[src/rtl/rxstat_pkg.sv]
package rxstat_pkg;

   // Number of counters and their word positions in the map (the order is fixed).
   localparam int NUM_CNT   = 13;
   localparam int NUM_BINS  = 6;
   localparam int C_BIN0    = 0;
   localparam int C_UNICAST = 6;
   localparam int C_LENERR  = 7;
   localparam int C_RANGE   = 8;
   localparam int C_PAUSE   = 9;
   localparam int C_OVFL    = 10;
   localparam int C_VLAN    = 11;
   localparam int C_WDOG    = 12;

   // Bin edges that do not depend on the configured maximum.
   localparam int BIN_EDGE_65   = 65;
   localparam int BIN_EDGE_128  = 128;
   localparam int BIN_EDGE_256  = 256;
   localparam int BIN_EDGE_512  = 512;
   localparam int BIN_EDGE_1024 = 1024;

endpackage

[src/rtl/rxstat_classify.sv]
module rxstat_classify
   import rxstat_pkg::*;
#(
   parameter int LEN_W         = 16,
   parameter int MAX_LEN       = 1518,
   parameter int MIN_FRAME     = 64,
   parameter int HDR_BYTES     = 14,
   parameter int FCS_BYTES     = 4,
   parameter int TAG_BYTES     = 4,
   parameter int LEN_FIELD_MAX = 1500,
   parameter int TYPE_MIN      = 1536
)(
   input  logic             st_valid,
   input  logic [LEN_W-1:0] st_len,
   input  logic             st_good,
   input  logic             st_unicast,
   input  logic             st_vlan,
   input  logic             st_pause_ok,
   input  logic [LEN_W-1:0] st_lentype,
   input  logic             st_fifo_drop,
   input  logic             st_wdog_cut,
   output logic [NUM_CNT-1:0] inc
);

   localparam int BIN_LO [NUM_BINS] = '{MIN_FRAME, BIN_EDGE_65, BIN_EDGE_128,
                                        BIN_EDGE_256, BIN_EDGE_512, BIN_EDGE_1024};
   localparam int BIN_HI [NUM_BINS] = '{MIN_FRAME, BIN_EDGE_128 - 1, BIN_EDGE_256 - 1,
                                        BIN_EDGE_512 - 1, BIN_EDGE_1024 - 1, MAX_LEN};

   localparam logic [LEN_W-1:0] OVH_PLAIN = LEN_W'(HDR_BYTES + FCS_BYTES);
   localparam logic [LEN_W-1:0] OVH_TAG   = LEN_W'(HDR_BYTES + FCS_BYTES + TAG_BYTES);
   localparam logic [LEN_W-1:0] L_MIN     = LEN_W'(MIN_FRAME);
   localparam logic [LEN_W-1:0] L_FLD_MAX = LEN_W'(LEN_FIELD_MAX);
   localparam logic [LEN_W-1:0] L_TYPE    = LEN_W'(TYPE_MIN);

   logic                live;
   logic [NUM_BINS-1:0] in_bin;
   logic [LEN_W-1:0]    overhead;
   logic [LEN_W-1:0]    payload;
   logic                field_is_len;
   logic                padded;
   logic                len_mismatch;
   logic                type_gap;

   // A dropped frame carries no trustworthy status: only the overflow count sees it.
   assign live = st_valid & ~st_fifo_drop;

   genvar b;
   generate
      for (b = 0; b < NUM_BINS; b++) begin : g_bin
         assign in_bin[b] = (st_len >= LEN_W'(BIN_LO[b])) && (st_len <= LEN_W'(BIN_HI[b]));
      end
   endgenerate

   assign overhead     = st_vlan ? OVH_TAG : OVH_PLAIN;
   assign payload      = (st_len >= overhead) ? (st_len - overhead) : '0;
   assign field_is_len = (st_lentype <= L_FLD_MAX);
   assign padded       = (st_len == L_MIN) && (st_lentype < payload);
   assign len_mismatch = field_is_len && (st_lentype != payload) && !padded;
   assign type_gap     = (st_lentype > L_FLD_MAX) && (st_lentype < L_TYPE);

   always_comb begin
      inc = '0;
      for (int k = 0; k < NUM_BINS; k++) begin
         inc[C_BIN0 + k] = live & in_bin[k];
      end
      inc[C_UNICAST] = live & st_good & st_unicast;
      inc[C_LENERR]  = live & len_mismatch;
      inc[C_RANGE]   = live & type_gap;
      inc[C_PAUSE]   = live & st_good & st_pause_ok;
      inc[C_OVFL]    = st_valid & st_fifo_drop;
      inc[C_VLAN]    = live & st_vlan;
      inc[C_WDOG]    = live & st_wdog_cut;
   end

endmodule

[src/rtl/rxstat_counter.sv]
module rxstat_counter #(
   parameter int CNT_W    = 32,
   parameter bit SATURATE = 1'b1
)(
   input  logic             clk,
   input  logic             rst_n,
   input  logic             bump,
   output logic [CNT_W-1:0] value
);

   localparam logic [CNT_W-1:0] ONE  = {{(CNT_W-1){1'b0}}, 1'b1};
   localparam logic [CNT_W-1:0] FULL = {CNT_W{1'b1}};

   generate
      if (SATURATE) begin : g_sat
         always_ff @(posedge clk or negedge rst_n) begin
            if (!rst_n) begin
               value <= '0;
            end else if (bump && (value != FULL)) begin
               value <= value + ONE;
            end
         end
      end else begin : g_wrap
         always_ff @(posedge clk or negedge rst_n) begin
            if (!rst_n) begin
               value <= '0;
            end else if (bump) begin
               value <= value + ONE;
            end
         end
      end
   endgenerate

endmodule

[src/rtl/rxstat_readout.sv]
module rxstat_readout #(
   parameter int                ADDR_W    = 12,
   parameter int                DATA_W    = 32,
   parameter int                CNT_W     = 32,
   parameter int                NUM       = 13,
   parameter logic [ADDR_W-1:0] BASE_ADDR = 12'h1AC
)(
   input  logic                      clk,
   input  logic                      rst_n,
   input  logic                      rd_en,
   input  logic [ADDR_W-1:0]         rd_addr,
   input  logic [NUM-1:0][CNT_W-1:0] cnt,
   output logic [DATA_W-1:0]         rd_data
);

   localparam int WORD_W = ADDR_W - 2;
   localparam logic [WORD_W-1:0] BASE_W = BASE_ADDR[ADDR_W-1:2];

   logic [WORD_W-1:0] word;
   logic [NUM-1:0]    hit;
   logic [CNT_W-1:0]  sel;
   logic [1:0]        unused_byte_lane;

   assign word             = rd_addr[ADDR_W-1:2];
   assign unused_byte_lane = rd_addr[1:0];

   genvar k;
   generate
      for (k = 0; k < NUM; k++) begin : g_hit
         assign hit[k] = (word == (BASE_W + WORD_W'(k)));
      end
   endgenerate

   // One-hot select: an address outside the map yields zero.
   always_comb begin
      sel = '0;
      for (int i = 0; i < NUM; i++) begin
         sel = sel | (cnt[i] & {CNT_W{hit[i]}});
      end
   end

   generate
      if (CNT_W == DATA_W) begin : g_full
         always_ff @(posedge clk or negedge rst_n) begin
            if (!rst_n)     rd_data <= '0;
            else if (rd_en) rd_data <= sel;
         end
      end else begin : g_ext
         always_ff @(posedge clk or negedge rst_n) begin
            if (!rst_n)     rd_data <= '0;
            else if (rd_en) rd_data <= {{(DATA_W-CNT_W){1'b0}}, sel};
         end
      end
   endgenerate

endmodule

[src/rtl/rxstat_counter_bank.sv]
module rxstat_counter_bank
   import rxstat_pkg::*;
#(
   parameter int                CNT_W         = 32,
   parameter int                DATA_W        = 32,
   parameter int                LEN_W         = 16,
   parameter int                ADDR_W        = 12,
   parameter logic [ADDR_W-1:0] BASE_ADDR     = 12'h1AC,
   parameter int                MAX_LEN       = 1518,
   parameter int                MIN_FRAME     = 64,
   parameter int                HDR_BYTES     = 14,
   parameter int                FCS_BYTES     = 4,
   parameter int                TAG_BYTES     = 4,
   parameter int                LEN_FIELD_MAX = 1500,
   parameter int                TYPE_MIN      = 1536,
   parameter bit                SATURATE      = 1'b1
)(
   input  logic              clk,
   input  logic              rst_n,
   input  logic              st_valid,
   input  logic [LEN_W-1:0]  st_len,
   input  logic              st_good,
   input  logic              st_unicast,
   input  logic              st_vlan,
   input  logic              st_pause_ok,
   input  logic [LEN_W-1:0]  st_lentype,
   input  logic              st_fifo_drop,
   input  logic              st_wdog_cut,
   input  logic              rd_en,
   input  logic [ADDR_W-1:0] rd_addr,
   output logic [DATA_W-1:0] rd_data
);

   // Elaboration-time parameter checks.
   generate
      if (CNT_W < 1 || CNT_W > DATA_W) begin : g_bad_cnt_w
         $error("rxstat_counter_bank: CNT_W must lie in 1..DATA_W");
      end
      if (BASE_ADDR[1:0] != 2'b00) begin : g_bad_base
         $error("rxstat_counter_bank: BASE_ADDR must be word aligned");
      end
      if (MAX_LEN < BIN_EDGE_1024 || MAX_LEN >= (1 << LEN_W)) begin : g_bad_max
         $error("rxstat_counter_bank: MAX_LEN out of range");
      end
      if (LEN_FIELD_MAX >= TYPE_MIN || TYPE_MIN >= (1 << LEN_W)) begin : g_bad_type
         $error("rxstat_counter_bank: length/type thresholds inconsistent");
      end
      if (ADDR_W < 3) begin : g_bad_addr
         $error("rxstat_counter_bank: ADDR_W too small");
      end
   endgenerate

   logic [NUM_CNT-1:0]            inc_vec;
   logic [NUM_CNT-1:0][CNT_W-1:0] cnt_q;

   rxstat_classify #(
      .LEN_W         (LEN_W),
      .MAX_LEN       (MAX_LEN),
      .MIN_FRAME     (MIN_FRAME),
      .HDR_BYTES     (HDR_BYTES),
      .FCS_BYTES     (FCS_BYTES),
      .TAG_BYTES     (TAG_BYTES),
      .LEN_FIELD_MAX (LEN_FIELD_MAX),
      .TYPE_MIN      (TYPE_MIN)
   ) u_classify (
      .st_valid     (st_valid),
      .st_len       (st_len),
      .st_good      (st_good),
      .st_unicast   (st_unicast),
      .st_vlan      (st_vlan),
      .st_pause_ok  (st_pause_ok),
      .st_lentype   (st_lentype),
      .st_fifo_drop (st_fifo_drop),
      .st_wdog_cut  (st_wdog_cut),
      .inc          (inc_vec)
   );

   genvar c;
   generate
      for (c = 0; c < NUM_CNT; c++) begin : g_cnt
         rxstat_counter #(
            .CNT_W    (CNT_W),
            .SATURATE (SATURATE)
         ) u_cnt (
            .clk   (clk),
            .rst_n (rst_n),
            .bump  (inc_vec[c]),
            .value (cnt_q[c])
         );
      end
   endgenerate

   rxstat_readout #(
      .ADDR_W    (ADDR_W),
      .DATA_W    (DATA_W),
      .CNT_W     (CNT_W),
      .NUM       (NUM_CNT),
      .BASE_ADDR (BASE_ADDR)
   ) u_readout (
      .clk     (clk),
      .rst_n   (rst_n),
      .rd_en   (rd_en),
      .rd_addr (rd_addr),
      .cnt     (cnt_q),
      .rd_data (rd_data)
   );

endmodule

[config.mk]
export PLATFORM = sky130hd
export DESIGN_NAME = rxstat_counter_bank
export DESIGN_NICKNAME = d
export VERILOG_FILES = /design/src/rtl/rxstat_pkg.sv /design/src/rtl/rxstat_classify.sv /design/src/rtl/rxstat_counter.sv /design/src/rtl/rxstat_readout.sv /design/src/rtl/rxstat_counter_bank.sv
export SDC_FILE = /design/constraint.sdc
export NUM_CORES = 1
export LEC_CHECK = 0
export ABC_CLOCK_PERIOD_IN_PS = 2300
export BUFFER_PORTS_ARGS = -buffer_cell sky130_fd_sc_hd__buf_2
export CORE_MARGIN = 3
export CORE_UTILIZATION = 45
export DETAILED_ROUTE_END_ITERATION = 8
export GPL_ROUTABILITY_DRIVEN = 0
export HOLD_SLACK_MARGIN = 0.1
export PLACE_DENSITY = 0.67
export SLEW_MARGIN = 10
export SYNTH_ARGS = -nofsm -noshare
export SYNTH_HDL_FRONTEND = slang
export SYNTH_SLANG_ARGS = --single-unit
export TNS_END_PERCENT = 10
[constraint.sdc]
create_clock -name clk -period 2.3 [get_ports clk]
set_input_delay 0.23 -clock clk [delete_from_list [all_inputs] [get_ports clk]]
set_output_delay 0.23 -clock clk [all_outputs]
set_load 0.1 [all_outputs]
# ---- Word-level counts from Yosys, hierarchy flattened
# Cells that the tools add are included.
# W data, S select, Z words.
dict set report op_classes {
  n_addsub 14
  order_cmp 17
  n_eq_ne 28
  muxes 2
  bitwise 41
  reduce_logical 24
}
# operator n
set op_table {}
lappend op_table {{$add A32 B1 Y32 const B} 13}
lappend op_table {{$and A32 B32 Y32} 13}
lappend op_table {{$ne A32 B32 Y1 const B} 13}
lappend op_table {{$or A32 B32 Y32} 12}
lappend op_table {{$eq A10 B7 Y1 const B} 13}
lappend op_table {{$ge A16 B7 Y1 const B} 2}
lappend op_table {{$le A16 B11 Y1 const B} 2}
lappend op_table {{$le A16 B7 Y1 const B} 2}
lappend op_table {{$logic_and A1 B1 Y1} 23}
lappend op_table {{$eq A16 B7 Y1 const B} 1}
lappend op_table {{$ge A16 B10 Y1 const B} 1}
lappend op_table {{$ge A16 B11 Y1 const B} 1}
lappend op_table {{$ge A16 B16 Y1} 1}
lappend op_table {{$ge A16 B8 Y1 const B} 1}
lappend op_table {{$ge A16 B9 Y1 const B} 1}
lappend op_table {{$gt A16 B11 Y1 const B} 1}
lappend op_table {{$le A16 B10 Y1 const B} 1}
lappend op_table {{$le A16 B8 Y1 const B} 1}
lappend op_table {{$le A16 B9 Y1 const B} 1}
lappend op_table {{$lt A16 B11 Y1 const B} 1}
lappend op_table {{$lt A16 B16 Y1} 1}
lappend op_table {{$mux W16} 1}
lappend op_table {{$ne A16 B16 Y1} 1}
lappend op_table {{$sub A16 B16 Y16} 1}
lappend op_table {{other kinds (4)} 18}
dict set report totals {
  ff_bits 448
  in_bits 54
  output_inout_bits 32
  word_cells 140
}

# ---- Logic depth before layout (Yosys ltp)
dict set report depth {
  ltp_word 14
  depth_mapped 16
  mapped_depth_nobuf 15
}

# ---- Modules after synthesis
# Synthesis repeated with hierarchy kept, for this count alone.
dict set report unflattened {
  hier_cells 2700
  area_unflattened_um2 26621.8
}
# module n_inst cells_per_inst area_per_inst_um2
set by_module_without_submodules {}
lappend by_module_without_submodules {{rxstat_counter (g_cnt[0].u_cnt ...)} 12 151 1624.1}
lappend by_module_without_submodules {rxstat_readout 1 602 4588.2}
lappend by_module_without_submodules {{rxstat_counter (g_cnt[7].u_cnt)} 1 140 1522.7}
lappend by_module_without_submodules {rxstat_classify 1 146 1022.2}

# ---- Worst setup path after synthesis
# OpenSTA, ideal clock, no wires.
dict set report synth_path {
  path_type {input to register}
  startpoint {in st_vlan}
  endpoint {reg g_cnt[7].u_cnt.value[30]}
  setup_ps 123
  arrival_ps 3259
  path_slack_ps -1082
  path_stages 14
  n_path_buf 1
  cell_sequence {inv_1 ha_1 a211oi_1 o21ai_0 or2_2 nor3_1 o22ai_1 ha_1 nand4_1 a2111o_1 a41oi_1 clkbuf_1 nand4_1 xnor2_1}
}
dict set report synth_between {
  elab_chain_cells 9
  elab_cells_between_ends 12
  cone_classes {add/sub (1); order compare (2); eq/ne (1); mux (2); bitwise (1); reduce/logical (5)}
}
# item line_no
set synth_lines {}
lappend synth_lines {{start, declared} rxstat_counter_bank.sv:24} ;# input logic st_vlan,
lappend synth_lines {{$mux W3 (*)} rxstat_classify.sv:55} ;# assign overhead = st_vlan ? OVH_TAG : OVH_PLAIN;
lappend synth_lines {{$sub A16 B16 Y16 or $ge A16 B16 Y1 (tied branches)} rxstat_classify.sv:56} ;# assign payload = (st_len >= overhead) ? (st_len - overhead) : '0;
lappend synth_lines {{$mux W16 (*)} rxstat_classify.sv:56}
lappend synth_lines {{$lt A16 B16 Y1} rxstat_classify.sv:58} ;# assign padded = (st_len == L_MIN) && (st_lentype < payload);
lappend synth_lines {{$logic_and A1 B1 Y1} rxstat_classify.sv:58}
lappend synth_lines {{$logic_not A1 Y1} rxstat_classify.sv:59} ;# assign len_mismatch = field_is_len && (st_lentype != payload) && !padded;
lappend synth_lines {{$logic_and A1 B1 Y1 (*)} rxstat_classify.sv:59}
lappend synth_lines {{$and A1 B1 Y1 (*)} rxstat_classify.sv:68} ;# inc[C_LENERR] = live & len_mismatch;
lappend synth_lines {{$logic_and A1 B1 Y1 (*)} rxstat_counter.sv:19} ;# end else if (bump && (value != FULL)) begin
lappend synth_lines {{end signal, assigned} rxstat_counter.sv:20} ;# value <= value + ONE;
lappend synth_lines {{end, declared} rxstat_counter.sv:8} ;# output logic [CNT_W-1:0] value
# Mark *: on every way between the ends. The rest lies on a longest branch, timed or not.
# A chain may end at the register's enable or synchronous reset.

# ---- Final worst setup path
dict set report layout_path {
  startpoint {in st_len[1]}
  endpoint {reg g_cnt[7].u_cnt.value[13]}
}
dict set report layout_between {
  elab_chain_cells 8
  elab_cells_between_ends 12
  cone_classes {add/sub (1); order compare (2); eq/ne (2); mux (1); bitwise (1); reduce/logical (5)}
}
# item line_no
set layout_lines {}
lappend layout_lines {{start, declared} rxstat_counter_bank.sv:21} ;# input logic [LEN_W-1:0] st_len,
lappend layout_lines {{$sub A16 B16 Y16 or $ge A16 B16 Y1 (tied branches)} rxstat_classify.sv:56}
lappend layout_lines {{$mux W16} rxstat_classify.sv:56}
lappend layout_lines {{$lt A16 B16 Y1} rxstat_classify.sv:58}
lappend layout_lines {{$logic_and A1 B1 Y1} rxstat_classify.sv:58}
lappend layout_lines {{$logic_not A1 Y1} rxstat_classify.sv:59}
lappend layout_lines {{$logic_and A1 B1 Y1 (*)} rxstat_classify.sv:59}
lappend layout_lines {{$and A1 B1 Y1 (*)} rxstat_classify.sv:68}
lappend layout_lines {{$logic_and A1 B1 Y1 (*)} rxstat_counter.sv:19}
# Marks and branches as above.

==> impl_metrics.py <==
metrics = {
    "run_status": {
        "run_status": "finished, violations left",
        "violations": "setup timing",
    },
    "global_route": {
        "grt_use_total": 0.303,
        "grt_pass1_vias": 22095,
        "grt_max_degree": 76,
        "grt_pass1_wl_mm": 132,
        "use_met2": 0.459,
        "use_met3": 0.0664,
        "grt-ovfl-total": 0,
        "grt.busiest_layer": "met2",
        "grt_antenna_before_repair": 3,
        "use_met1": 0.399,
    },
    "power": {
        "max-vdd-ir-drop_v": 0.000472,
        "power_density_nw_per_um2": 587,
        "power.total_mw": 17.9,
        "leakage_nw": 13.8,
    },
    "die": {
        "core_sq_um": 53300,
        "die_x_microns": 240,
        "io_pins": 86,
        "rows": 84,
        "start_util": 0.460,
        "design.die.area_sq_um": 57400,
        "die_h_microns": 240,
    },
    "critical_path": {
        "timing.rr.start": "g_cnt[7].u_cnt.value[0]",
        "endpoint": "g_cnt[7].u_cnt.value[13]",
        "required_ps": 2780,
        "max_stage_delay_ps": 420,
        "crit_arrival_ps": 3190,
        "rr_endpoint": "g_cnt[7].u_cnt.value[20]",
        "critPathLaunchType": "input pin",
        "r2r_cells": 8,
        "endpoint_kind": "register",
        "cp_max_fo": 15,
        "crit_path_frequent_cell": "nand4_1",
        "cp_num_buf_inv": 3,
        "worstSetupPathType": "input pin to register",
        "slowest_stage": "a2111o_1",
        "startpoint": "st_len[1]",
        "r2r_slack_ps": -150,
        "crit_cells": 15,
        "cp_cell_sequence": "buf_2, inv_2, fa_2, nor2b_4, o21ai_4, nor2_1, xor2_1, nand2_1, ha_1, nand4_1, a2111o_1, a41oi_4, clkbuf_16, nand4_1, xnor2_1",
        "critical-path-top-delay-family": "compound AO/OA/AOI/OAI gates",
    },
    "finish": {
        "area_growth_pct": 24.7,
        "nets": 3042,
        "drive_above_1_share": 0.216,
        "fillers": 4480,
        "fin_util": 0.574,
    },
    "cts": {
        "cts_tree": "built",
        "cts_max_level": 2,
        "cts_sinks": 448,
        "insertion_delay_ps": 610,
        "clk_pin_slew_ps": 60,
        "root_buffer": "clkbuf_16",
        "cts_buffer_depth": 3,
        "cts_made_buffers": 49,
    },
    "yosys": {
        "synth_area_leaders": "dfrtp_1 (46%), xnor2_1 (9.6%), xor2_1 (4.5%)",
        "synthArstFlopShare": 1.00,
        "synth_fp_nets": 2580,
        "yosys.area.top_type_share": 0.457,
        "ys_ff_latch": 448,
        "syn_area_sq_um": 24500,
        "synth_cell_type_count": 83,
        "synth_warnings": 0,
        "yosys.area.top_type": "dfrtp_1",
        "ys_seq_area_frac": 0.457,
        "synth_top_flop_cell": "dfrtp_1",
        "synth.avg_cell_area_sq_um": 9.84,
        "syn_inst": 2494,
        "synth-edff-count": 0,
    },
    "timing": {
        "rsz0062_at_grt": "yes",
        "setup_viol": 32,
        "maxSlewHeadroom": 0.335,
        "final_hold_viol_count": 0,
        "finalWorstSetupSlack_ps": -412,
        "worst_pin_slew_ps": 972,
        "final_max_slew_viol_count": 0,
        "layout_min_cycle_time_ps": 2710,
        "max_freq_mhz": 369,
        "finalCritPeriodShare": 1.18,
        "clock_skew_ps": 17.5,
    },
    "routing": {
        "drc": 0,
        "viasPerCell": 6.18,
        "wl_per_cell_microns": 23.8,
        "ant_nets": 0,
        "drt_wl_total_mm": 87.5,
        "vias": 22689,
        "drt_iter0_drc": 2569,
        "dr.pass1.iters": 6,
    },
    "hold_path": {
        "hold_depth": 4,
        "hold_class": "input pin to register",
        "min_from": "st_unicast",
    },
    "placement": {
        "place_ws_ps": -999,
        "dpl.hpwl_mm": 67.9,
        "portBuffers": 83,
    },
    "flow_run": {
        "cap_violations": 0,
    },
}
[synth_stat cells (all sizes together) (20+ instances only)]
library cell / n
mux2i: 87
nor4: 48
and4: 40
dfrtp: 448
clkbuf: 65
inv: 59
nor2: 204
and3: 79
a22oi: 47
xnor2: 270
mux2: 20
a21oi: 50
nand3: 193
o22ai: 25
xor2: 127
ha: 31
nor3: 75
nand2: 215
a31oi: 22
nand4: 120
o21ai: 36
[sequential cells by signal (all words and copies together), names as in the netlist]
| signal | count |
|---|---|
| u_readout.rd_data | 32 |
| g_cnt.u_cnt.value | 416 |
[metrics by stage]
stage	setup TNS (ps)	hold slack (ps)	instances	cell area [sq um]
floorplan	-18140	-65.6	2494	24700
global placement	-33140	266	3586	28800
detailed placement	-36350	262	3586	28800
CTS	-8750	114	3667	30400
global route	-16000	210	3672	30600
finish	-11740	183	3674	30600
[logic make-up after synthesis]
| logic type | share of synthesized area |
|---|---|
| AOI/OAI and AO/OA | 0.0837 |
| xor gates and xnor gates | 0.142 |
| and+or+nand+nor | 0.228 |
| DFF | 0.457 |
| adders and majority gates | 0.0166 |
| muxes | 0.0511 |
| buffers and inverters | 0.0217 |
[per-layer routing]
layer / share of wire / routed length [microns]
met2: 0.43 / 37900
met4: 0.071 / 6230
met3: 0.11 / 9220
met1: 0.39 / 34100
met5: 0 / 0
[worst reg2reg max path, stage by stage, from the launching register on]
cell     delay, ps
dfrtp_1        360
ha_1           180
nand3_1        150
or3_1          450
nor3_1         350
nand4_1        300
buf_4          300
nand4_1        140
xnor2_1        140
[how the worst min path moves through the flow]
stage                                endpoint  slack [ps]
global placement    g_cnt[12].u_cnt.value[27]         270
finish                g_cnt[6].u_cnt.value[0]         180
detailed placement   g_cnt[8].u_cnt.value[24]         260
CTS                   g_cnt[6].u_cnt.value[5]         110
global route          g_cnt[6].u_cnt.value[0]         210
floorplan             g_cnt[0].u_cnt.value[0]         -70
[cells in the final DEF (no fill, tap or decap), types with 11 or more instances in the layout]
cell	n
a21oi_1	50
a221oi_1	15
a22oi_1	47
a31oi_1	22
and2_1	13
and3_1	78
and4_1	35
buf_12	14
buf_2	78
buf_4	390
clkbuf_1	11
clkbuf_16	51
dfrtp_1	446
ha_1	27
inv_1	57
mux2_2	19
mux2i_1	87
nand2_1	214
nand3_1	192
nand3b_1	11
nand4_1	120
nor2_1	200
nor2b_1	12
nor3_1	70
nor4_1	38
o21ai_0	34
o22ai_1	25
or3_1	11
xnor2_1	270
xor2_1	127
[what timing repair did]
action,4_1_cts,5_1_grt
cloned,0,2
setup buffers,0,3
hold buffers,2,0
endpoints found under the setup margin,51,74
gates resized for setup,11,27
pin swaps,10,16
endpoints found under the hold margin,143,0
[report_power, final]
part | switching (mW) | total [mW] | internal, mW
combinational | 1.17 | 1.84 | 0.668
sequential | 0.377 | 8.51 | 8.13
clock | 3.25 | 7.60 | 4.34
total | 4.80 | 17.9 | 13.1
[layout make-up]
class,count,area (sq um),share of cell area
Clock inverter,12,135,0.00442
Multi-Input combinational cell,1909,13100,0.427
Clock buffer,67,1360,0.0446
Sequential cell,448,11200,0.367
Antenna cell,2,5.00,0.000164
Timing Repair Buffer,489,3710,0.121
Inverter,59,224,0.00732
Tap cell,688,861,0.0281
No activity file was read; power rests on OpenSTA's default activity.
